===== config.mk =====
export PLATFORM = sky130hd
export DESIGN_NAME = pulse_acc
export DESIGN_NICKNAME = d
export VERILOG_FILES = /design/src/rtl/pa_pkg.sv /design/src/rtl/pa_sync_edge.sv /design/src/rtl/pa_ctrl_fsm.sv /design/src/rtl/pa_counter.sv /design/src/rtl/pa_clk_sel.sv /design/src/rtl/pulse_acc.sv
export SDC_FILE = /design/constraint.sdc
export NUM_CORES = 1
export LEC_CHECK = 0
export ABC_AREA = 1
export BUFFER_PORTS_ARGS = -buffer_cell sky130_fd_sc_hd__clkbuf_2
export CELL_PAD_IN_SITES_DETAIL_PLACEMENT = 1
export CELL_PAD_IN_SITES_GLOBAL_PLACEMENT = 2
export CORE_MARGIN = 2
export CORE_UTILIZATION = 30
export CTS_CLUSTER_DIAMETER = 120
export DETAILED_ROUTE_END_ITERATION = 10
export PLACE_DENSITY = 0.94
export SLEW_MARGIN = 10
export SYNTH_ARGS = -nofsm -noshare
export SYNTH_HDL_FRONTEND = slang
export SYNTH_SLANG_ARGS = --single-unit

===== constraint.sdc =====
create_clock -name clk -period 2.25 [get_ports clk]
set_input_delay 0.3375 -clock clk [delete_from_list [all_inputs] [get_ports clk]]
set_output_delay 0.3375 -clock clk [all_outputs]
set_load 0.01 [all_outputs]

===== src/rtl/pa_pkg.sv =====
package pa_pkg;

    typedef enum logic [1:0] {
        ST_OFF       = 2'd0,
        ST_EVENT     = 2'd1,
        ST_GATE_WAIT = 2'd2,
        ST_GATE_RUN  = 2'd3
    } pa_state_e;

    typedef enum logic [1:0] {
        SEL_PRESC = 2'b00,
        SEL_ACC   = 2'b01,
        SEL_MID   = 2'b10,
        SEL_FULL  = 2'b11
    } pa_sel_e;

    // Field order matches control bits 6..0
    typedef struct packed {
        logic    en;
        logic    mode;
        logic    pol;
        pa_sel_e sel;
        logic    ie_ovf;
        logic    ie_edg;
    } pa_ctl_t;

    localparam int CTL_W  = 8;
    localparam int FLAG_W = 2;

endpackage


===== src/rtl/pa_sync_edge.sv =====
module pa_sync_edge #(
    parameter int STAGES = 2
) (
    input  logic clk,
    input  logic rst_n,
    input  logic pin,
    output logic lvl,
    output logic rise,
    output logic fall
);
    logic [STAGES-1:0] chain_q;
    logic              prev_q;

    generate
        for (genvar i = 0; i < STAGES; i++) begin : g_sync
            if (i == 0) begin : g_first
                always_ff @(posedge clk or negedge rst_n) begin
                    if (!rst_n) chain_q[i] <= 1'b0;
                    else        chain_q[i] <= pin;
                end
            end else begin : g_next
                always_ff @(posedge clk or negedge rst_n) begin
                    if (!rst_n) chain_q[i] <= 1'b0;
                    else        chain_q[i] <= chain_q[i-1];
                end
            end
        end
    endgenerate

    always_ff @(posedge clk or negedge rst_n) begin
        if (!rst_n) prev_q <= 1'b0;
        else        prev_q <= chain_q[STAGES-1];
    end

    assign lvl  = chain_q[STAGES-1];
    assign rise = lvl & ~prev_q;
    assign fall = ~lvl & prev_q;

endmodule


===== src/rtl/pa_ctrl_fsm.sv =====
module pa_ctrl_fsm
    import pa_pkg::*;
(
    input  logic    clk,
    input  logic    rst_n,
    input  pa_ctl_t ctl,
    input  logic    lvl,
    input  logic    rise,
    input  logic    fall,
    input  logic    tmr_en,
    input  logic    div64_tick,
    output logic    acc_tick,
    output logic    edge_set
);
    pa_state_e state_q, state_d;
    logic      active;
    logic      trail;

    assign active = ctl.pol ? ~lvl : lvl;
    assign trail  = ctl.pol ? rise : fall;

    always_ff @(posedge clk or negedge rst_n) begin
        if (!rst_n) state_q <= ST_OFF;
        else        state_q <= state_d;
    end

    always_comb begin
        state_d = state_q;
        if (!ctl.en) begin
            state_d = ST_OFF;
        end else if (!ctl.mode) begin
            state_d = ST_EVENT;
        end else begin
            unique case (state_q)
                ST_OFF, ST_EVENT: state_d = active ? ST_GATE_RUN : ST_GATE_WAIT;
                ST_GATE_WAIT:     if (active)  state_d = ST_GATE_RUN;
                ST_GATE_RUN:      if (!active) state_d = ST_GATE_WAIT;
                default:          state_d = ST_OFF;
            endcase
        end
    end

    always_comb begin
        acc_tick = 1'b0;
        edge_set = 1'b0;
        unique case (state_q)
            ST_EVENT: begin
                if (ctl.en && !ctl.mode) begin
                    acc_tick = ctl.pol ? rise : fall;
                    edge_set = ctl.pol ? rise : fall;
                end
            end
            ST_GATE_RUN: begin
                if (ctl.en && ctl.mode) begin
                    acc_tick = active && tmr_en && div64_tick;
                    edge_set = trail;
                end
            end
            ST_OFF, ST_GATE_WAIT: begin
                acc_tick = 1'b0;
                edge_set = 1'b0;
            end
            default: begin
                acc_tick = 1'b0;
                edge_set = 1'b0;
            end
        endcase
    end

    AST_GATE_NEEDS_TICK: assert property (@(posedge clk) disable iff (!rst_n)
        (state_q == ST_GATE_RUN && acc_tick) |-> (tmr_en && div64_tick));

    AST_OFF_SILENT: assert property (@(posedge clk) disable iff (!rst_n)
        (state_q == ST_OFF) |-> (!acc_tick && !edge_set));

endmodule


===== src/rtl/pa_counter.sv =====
module pa_counter
    import pa_pkg::*;
#(
    parameter int CNT_W = 16,
    parameter int MID_W = 8
) (
    input  logic              clk,
    input  logic              rst_n,
    input  logic              en,
    input  logic              acc_tick,
    input  logic              edge_set,
    input  logic              cnt_wr,
    input  logic [CNT_W-1:0]  cnt_wdata,
    input  logic              flag_clr_wr,
    input  logic [FLAG_W-1:0] flag_clr,
    input  logic              ie_ovf,
    input  logic              ie_edg,
    output logic [CNT_W-1:0]  cnt,
    output logic              ovf_flag,
    output logic              edg_flag,
    output logic              irq,
    output logic              mid_wrap,
    output logic              full_wrap
);
    logic inc;

    assign inc       = acc_tick && !cnt_wr;
    assign mid_wrap  = inc && (&cnt[MID_W-1:0]);
    assign full_wrap = inc && (&cnt);

    always_ff @(posedge clk or negedge rst_n) begin
        if (!rst_n)      cnt <= '0;
        else if (cnt_wr) cnt <= cnt_wdata;
        else if (inc)    cnt <= cnt + 1'b1;
    end

    always_ff @(posedge clk or negedge rst_n) begin
        if (!rst_n) begin
            ovf_flag <= 1'b0;
            edg_flag <= 1'b0;
        end else begin
            if (full_wrap)                       ovf_flag <= 1'b1;
            else if (flag_clr_wr && flag_clr[1]) ovf_flag <= 1'b0;
            if (edge_set)                        edg_flag <= 1'b1;
            else if (flag_clr_wr && flag_clr[0]) edg_flag <= 1'b0;
        end
    end

    assign irq = (ovf_flag && ie_ovf) || (edg_flag && ie_edg);

    AST_HOLD_WHEN_OFF: assert property (@(posedge clk) disable iff (!rst_n)
        (!en && !cnt_wr) |=> $stable(cnt));

    AST_WRAP_SETS_OVF: assert property (@(posedge clk) disable iff (!rst_n)
        (acc_tick && !cnt_wr && (&cnt)) |=> (ovf_flag && cnt == '0));

    AST_LOAD_LANDS: assert property (@(posedge clk) disable iff (!rst_n)
        cnt_wr |=> (cnt == $past(cnt_wdata)));

    AST_W1C_OVF: assert property (@(posedge clk) disable iff (!rst_n)
        (flag_clr_wr && flag_clr[1] && !full_wrap) |=> !ovf_flag);

endmodule


===== src/rtl/pa_clk_sel.sv =====
module pa_clk_sel
    import pa_pkg::*;
(
    input  logic    en,
    input  pa_sel_e sel,
    input  logic    presc_tick,
    input  logic    acc_tick,
    input  logic    mid_wrap,
    input  logic    full_wrap,
    output logic    tmr_clk_en
);
    always_comb begin
        if (!en) begin
            tmr_clk_en = presc_tick;
        end else begin
            unique case (sel)
                SEL_PRESC: tmr_clk_en = presc_tick;
                SEL_ACC:   tmr_clk_en = acc_tick;
                SEL_MID:   tmr_clk_en = mid_wrap;
                SEL_FULL:  tmr_clk_en = full_wrap;
                default:   tmr_clk_en = presc_tick;
            endcase
        end
    end
endmodule


===== src/rtl/pulse_acc.sv =====
module pulse_acc
    import pa_pkg::*;
#(
    parameter int CNT_W       = 16,
    parameter int MID_W       = 8,
    parameter int SYNC_STAGES = 2
) (
    input  logic              clk,
    input  logic              rst_n,
    input  logic              pin_in,
    input  logic              tmr_en,
    input  logic              div64_tick,
    input  logic              presc_tick,
    input  logic              ctl_wr,
    input  logic [CTL_W-1:0]  ctl_wdata,
    output logic [CTL_W-1:0]  ctl_rdata,
    input  logic              flag_clr_wr,
    input  logic [FLAG_W-1:0] flag_clr_data,
    input  logic              cnt_wr,
    input  logic [CNT_W-1:0]  cnt_wdata,
    output logic [CNT_W-1:0]  cnt_q,
    output logic [FLAG_W-1:0] flags_q,
    output logic              irq,
    output logic              tmr_clk_en
);
    pa_ctl_t ctl_q;
    logic    lvl, rise, fall;
    logic    acc_tick, edge_set;
    logic    ovf_flag, edg_flag;
    logic    mid_wrap, full_wrap;

    always_ff @(posedge clk or negedge rst_n) begin
        if (!rst_n)      ctl_q <= '0;
        else if (ctl_wr) ctl_q <= pa_ctl_t'(ctl_wdata[CTL_W-2:0]);
    end

    assign ctl_rdata = {1'b0, ctl_q};
    assign flags_q   = {ovf_flag, edg_flag};

    pa_sync_edge #(.STAGES(SYNC_STAGES)) u_sync (
        .clk  (clk),
        .rst_n(rst_n),
        .pin  (pin_in),
        .lvl  (lvl),
        .rise (rise),
        .fall (fall)
    );

    pa_ctrl_fsm u_fsm (
        .clk       (clk),
        .rst_n     (rst_n),
        .ctl       (ctl_q),
        .lvl       (lvl),
        .rise      (rise),
        .fall      (fall),
        .tmr_en    (tmr_en),
        .div64_tick(div64_tick),
        .acc_tick  (acc_tick),
        .edge_set  (edge_set)
    );

    pa_counter #(.CNT_W(CNT_W), .MID_W(MID_W)) u_cnt (
        .clk        (clk),
        .rst_n      (rst_n),
        .en         (ctl_q.en),
        .acc_tick   (acc_tick),
        .edge_set   (edge_set),
        .cnt_wr     (cnt_wr),
        .cnt_wdata  (cnt_wdata),
        .flag_clr_wr(flag_clr_wr),
        .flag_clr   (flag_clr_data),
        .ie_ovf     (ctl_q.ie_ovf),
        .ie_edg     (ctl_q.ie_edg),
        .cnt        (cnt_q),
        .ovf_flag   (ovf_flag),
        .edg_flag   (edg_flag),
        .irq        (irq),
        .mid_wrap   (mid_wrap),
        .full_wrap  (full_wrap)
    );

    pa_clk_sel u_sel (
        .en        (ctl_q.en),
        .sel       (ctl_q.sel),
        .presc_tick(presc_tick),
        .acc_tick  (acc_tick),
        .mid_wrap  (mid_wrap),
        .full_wrap (full_wrap),
        .tmr_clk_en(tmr_clk_en)
    );

    AST_OFF_USES_PRESC: assert property (@(posedge clk) disable iff (!rst_n)
        !ctl_q.en |-> (tmr_clk_en == presc_tick));

    AST_IRQ_HAS_SOURCE: assert property (@(posedge clk) disable iff (!rst_n)
        irq |-> ((flags_q & {ctl_q.ie_ovf, ctl_q.ie_edg}) != '0));

endmodule


# --- Word level (Yosys, flattened, before mapping) ---
# Cells that the tools add are included.
totals:
  latchBits: 0
  output_inout_bits: 28
  register_bits: 30
  mem_bits_ro: 0
  in_bits: 35
  ram_bits: 0
  mem_count: 0
  wordCells: 71
op_classes:
  n_mul: 0
  n_lt_le_gt_ge: 0
  shifts: 0
  bitwise: 4
  div_mod_pow: 0
  reduce_logical: 24
  add_sub_neg: 1
  n_eq_ne: 8
  n_mux: 21
op_table:
  columns: ["op", "n"]
  rows:
  - ["$mux W16", 2]
  - ["$add A16 B1 Y16 const B", 1]
  - ["$reduce_and A16 Y1", 1]
  - ["$logic_and A1 B1 Y1", 11]
  - ["$mux W1", 11]
  - ["$eq A2 B2 Y1 const B", 4]
  - ["$mux W2", 4]
  - ["$reduce_and A8 Y1", 1]
  - ["$pmux W1 S3", 2]
  - ["$pmux W2 S3", 1]
  - ["$reduce_bool A2 Y1", 3]
  - ["$eq A2 B1 Y1 const B", 2]
  - ["$logic_not A2 Y1", 2]
  - ["$ne A4 B3 Y1 const B", 1]
  - ["$ne A4 B4 Y1 const B", 1]
  - ["$pmux W1 S4", 1]
  - ["$reduce_or A2 Y1", 2]
  - ["$and A1 B1 Y1", 2]
  - ["$logic_not A1 Y1", 2]
  - ["$not A1 Y1", 2]
  - ["$reduce_and A2 Y1", 1]
  - ["$logic_or A1 B1 Y1", 1]

# --- Logic depth before layout (Yosys ltp) ---
depth:
  word_depth: 10
  depth_mapped: 9
  depth_no_buf: 9

# --- Cells and area by module ---
# A second synthesis with hierarchy kept.
unflattened:
  hier_cells: 245
  area_unflattened_um2: 1805.5
by_module_without_submodules:
  columns: ["mod", "instances", "cells_each", "area_per_inst_um2", "seq_area_each_um2"]
  rows:
  - ["pa_counter", 1, 155, 1167.4, 450.4]
  - ["pulse_acc", 1, 34, 295.3, 175.2]
  - ["pa_ctrl_fsm", 1, 38, 205.2, 50.0]
  - ["pa_sync_edge", 1, 7, 90.1, 75.1]
  - ["pa_clk_sel", 1, 11, 47.5, 0.0]

# --- Least setup slack after synthesis ---
# No wires, ideal clock.
synth_path:
  kind: "reg-to-output"
  start: "register u_cnt.cnt[0]"
  end: "output port tmr_clk_en"
  stages_incl_launch_ff: 8
  arrival_ns: 1.342
  t_required_ns: 1.913
  slack_ns: 0.570
  cell_sequence: "dfrtp_1 ha_1 nand2_2 nor2_4 nand2_1 nor2_1 nand4_1 nand4_1"
synth_between:
  elab_chain_len: 4
  elab_cells_between_ends: 6
  classes_between: "mux (2); reduce/logical (4)"
synth_lines:
  columns: ["element", "line", "rtl"]
  rows:
  - ["start, declared", "pa_counter.sv:18", "output logic [CNT_W-1:0] cnt,"]
  - ["start signal, assigned", "pa_counter.sv:33", "else if (cnt_wr) cnt <= cnt_wdata;"]
  - ["start signal, assigned", "pa_counter.sv:34", "else if (inc) cnt <= cnt + 1'b1;"]
  - ["$reduce_and A16 Y1 or $reduce_and A8 Y1 (tied branches)", "pa_counter.sv:29, pa_counter.sv:28", null]
  - ["$logic_and A1 B1 Y1, on equally long branches", "pa_counter.sv:29, pa_counter.sv:28", null]
  - ["$pmux W1 S4 (*)", "pa_clk_sel.sv:16", "unique case (sel)"]
  - ["$mux W1 (*)", "pa_clk_sel.sv:13", "if (!en) begin"]
  - ["end, declared", "pulse_acc.sv:24", "output logic tmr_clk_en"]
# Every way passes the cells marked *; elsewhere a longest branch is shown, timed or not.

# --- Worst setup path in the final report ---
layout_path:
  start: "register u_cnt.cnt[1]"
  end: "output port tmr_clk_en"
# Same word-level chain as after synthesis.

==> flow_metrics.py <==
metrics = {
    "run_status": {
        "outcome": "completed",
    },
    "hold_path": {
        "hp-class": "input pin to async pin",
    },
    "drt": {
        "ant_nets": 0,
        "post_drt_wl_per_cell_um": 13.2,
        "drt_iter0_markers": 30,
        "vias_per_cell": 4.64,
        "vias": 1777,
        "drc": 0,
        "wl_mm": 5.05,
        "firstDrtPassIters": 4,
    },
    "critical_path": {
        "crit_slowest_cell": "dfrtp_1",
        "critPathTopFamily": "simple AND/OR/NAND/NOR gates",
        "r2r-start": "u_cnt.cnt[1]",
        "cp_cell_sequence": "ha_4 -> nand2_2 -> nor2_4 -> nand2_1 -> nor2_1 -> nand4_1 -> nand4_1 -> clkbuf_2",
        "critPathMaxFanout": 4,
        "reg2reg_to": "u_cnt.cnt[14]",
        "max_stage_delay_ns": 0.42,
        "critPathKind": "register to primary output",
        "rrSetupSlack_ns": 0.78,
        "end_kind": "primary output",
        "critPathLaunch": "u_cnt.cnt[1]",
        "path_buf_inv": 1,
        "start_kind": "register",
        "cp_num_cells": 8,
        "cp-endpoint": "tmr_clk_en",
        "worstPathArrival_ns": 1.76,
        "reg2reg_depth": 9,
        "cp.required_ns": 1.91,
        "cp_common_cell": "nand4_1",
    },
    "synth": {
        "postSynthCellCount": 246,
        "syn_area_um2": 1900,
        "ys.flop_type": "dfrtp_1",
        "yosys_warnings": 0,
        "async_reset_ff_share_pct": 100,
        "seq_area_frac_synth_pct": 39.4,
        "ys_seq_elements": 30,
        "syn_area_per_cell_um2": 7.74,
        "synth-edff-count": 0,
        "synth_cell_types": 33,
        "synth_fp_nets": 282,
    },
    "floorplanning": {
        "die_h_um": 83.7,
        "io_pins": 63,
        "die-area_um2": 7000,
        "die_w_um": 83.7,
        "initial_core_util_pct": 30.5,
        "coreArea_um2": 6240,
        "core.rowCount": 29,
    },
    "cts": {
        "cts_num_sinks": 30,
        "cts_buffers": 5,
        "cts_root_buffer": "clkbuf_8",
        "clock_latency_ns": 0.28,
        "cts_tree": "done",
        "clockBufferDepth": 2,
        "hold_buffers": 0,
        "clk_pin_slew_ns": 0.07,
        "htreeDepth": 2,
    },
    "finish": {
        "fillCellCount": 801,
        "nets": 341,
        "diodes": 0,
        "area_delta_synth_final_pct": 23.9,
        "fin_cells": 383,
        "drive_above_1_share_pct": 36.3,
    },
    "placement": {
        "numPortBuffers": 60,
        "dp_cells": 374,
        "hpwl_mm": 3.84,
        "finalWeightedCongestion": 0.791,
    },
    "sta": {
        "fmax_ghz": 0.476,
        "worst_pin_slew_ns": 0.805,
        "tns_ns": 0,
        "fin_crit_sh_pct": 93.3,
        "fin_skew_ns": 0.00548,
        "slew_headroom_pct": 46.3,
        "fin_crit_ns": 2.10,
        "grt_setup_unrepaired": "false",
        "slew_viol_final": 0,
        "timing.final.hold_violations": 0,
        "finalSetupViolations": 0,
    },
    "pwr": {
        "p_leak_nw": 1.24,
        "pwr_density_cell_nw_per_um2": 638,
        "vdd_drop_max_mv": 0.279,
    },
    "global_route": {
        "antenna_found_initial": 0,
        "grt_overflow_total": 0,
        "grt_pass1_vias": 1788,
        "grt_max_degree": 31,
        "grt_pass1_wl_mm": 8.48,
        "grt_use_total_pct": 15.1,
    },
    "run": {
        "maxCapViolCount": 0,
    },
}
per-layer routing:
| layer | up-vias | GRT usage, % | share of wire (%) |
|---|---|---|---|
| met5 | - | 0 | 0 |
| met4 | 0 | 3.96 | 0.87 |
| met3 | 4 | 3.46 | 5.0 |
| met2 | 40 | 25.7 | 51 |
| met1 | 850 | 19.2 | 43 |
| li1 | 883 | - | - |
metrics by stage:
step,area (um2),util (%),power [mW],hold WS (ns),worst slack (ns)
floorplan,1900,-,0.845,0.0419,0.570
global placement,2230,35.7,0.955,0.335,0.393
detailed placement,2230,35.7,0.966,0.350,0.363
CTS,2340,37.5,1.52,0.153,0.0173
global route,2360,37.8,1.59,0.155,0.00833
finish,2360,37.8,1.51,0.127,0.150
report_power, final:
| group | total, mW | internal, mW | switching (mW) |
|---|---|---|---|
| clock network | 0.547 | 0.326 | 0.222 |
| logic | 0.300 | 0.128 | 0.172 |
| registers | 0.658 | 0.589 | 0.0693 |
| total | 1.51 | 1.04 | 0.463 |
cell usage after synthesis, types with 2 or more instances:
cell type	n	share of area, %
buf_4	6	2.4
clkbuf_1	2	0.39
dfrtp_1	30	39
inv_1	24	4.7
inv_2	3	0.59
mux2_2	3	1.8
nand2_1	78	15
nand2_2	12	3.9
nand2_4	3	1.8
nand3_1	9	2.4
nand3_2	10	5.3
nand4_1	7	2.3
nor2_1	18	3.5
nor2_2	4	1.3
nor3_1	2	0.53
o211ai_1	4	1.6
o21ai_0	7	1.8
o21ai_1	4	1.1
xnor2_1	4	1.8
xor2_1	3	1.4
cells in the final DEF (no fill, tap or decap), types with 2 or more instances in the layout:
cell	count
clkbuf_8	5
buf_4	2
o21ai_0	7
dfrtp_1	30
nand4_1	7
clkinv_2	2
nand3_2	10
nand2_1	78
xnor2_1	4
clkbuf_2	60
o211ai_1	4
mux2_2	3
nor2_1	18
nor3_1	2
inv_2	3
nor2_2	4
xor2_1	3
o21ai_1	4
nand2_4	3
inv_1	24
nand2_2	12
nand3_1	9
worst min path at each step:
stage                      startpoint           endpoint  slack, ns  cells after the start
floorplan                       rst_n       ctl_rdata[0]       0.04                      0
global placement    u_sync.chain_q[0]         u_sync.lvl       0.34                      0
detailed placement  u_sync.chain_q[0]         u_sync.lvl       0.35                      0
CTS                            pin_in  u_sync.chain_q[0]       0.15                      1
global route                   pin_in  u_sync.chain_q[0]       0.15                      1
finish                          rst_n       ctl_rdata[5]       0.13                      1
cell families (layout without fill, tap and decap cells):
logic type,after synthesis,in the layout,share of synthesized area [%]
AO/OA/AOI/OAI,18,18,5.58
XOR/XNOR,7,7,3.22
adder cells (fa/ha/maj),1,1,0.657
buffers and inverters,39,99,9.92
flip-flops,30,30,39.4
multiplexers,3,3,1.77
other,1,1,0.197
AND/OR/NAND/NOR,147,147,39.2
sequential cells by signal, summed over array words and instances, names as in the netlist:
| name | count |
|---|---|
| u_sync.lvl | 1 |
| u_cnt.edg_flag | 1 |
| u_fsm.state_q | 2 |
| u_cnt.cnt | 16 |
| u_sync.chain_q | 1 |
| ctl_rdata | 7 |
| u_cnt.ovf_flag | 1 |
| u_sync.prev_q | 1 |
area by class of cell:
cell class / instances / area, um2 / area share [%]
Inverter: 29 / 111 / 4.72
Sequential cell: 30 / 751 / 31.8
Multi-Input combinational cell: 177 / 977 / 41.4
Tap cell: 77 / 96.3 / 4.08
Timing Repair Buffer: 62 / 315 / 13.4
Clock inverter: 3 / 40.0 / 1.70
Clock buffer: 5 / 68.8 / 2.92
timing repair:
| item | 4_1_cts | 5_1_grt |
|---|---|---|
| setup buffers | 0 | 1 |
| hold endpoints to repair | 0 | 0 |
| setup endpoints to repair | 0 | 1 |
| resized for setup | 0 | 2 |
(Power assumes the default switching activity.)
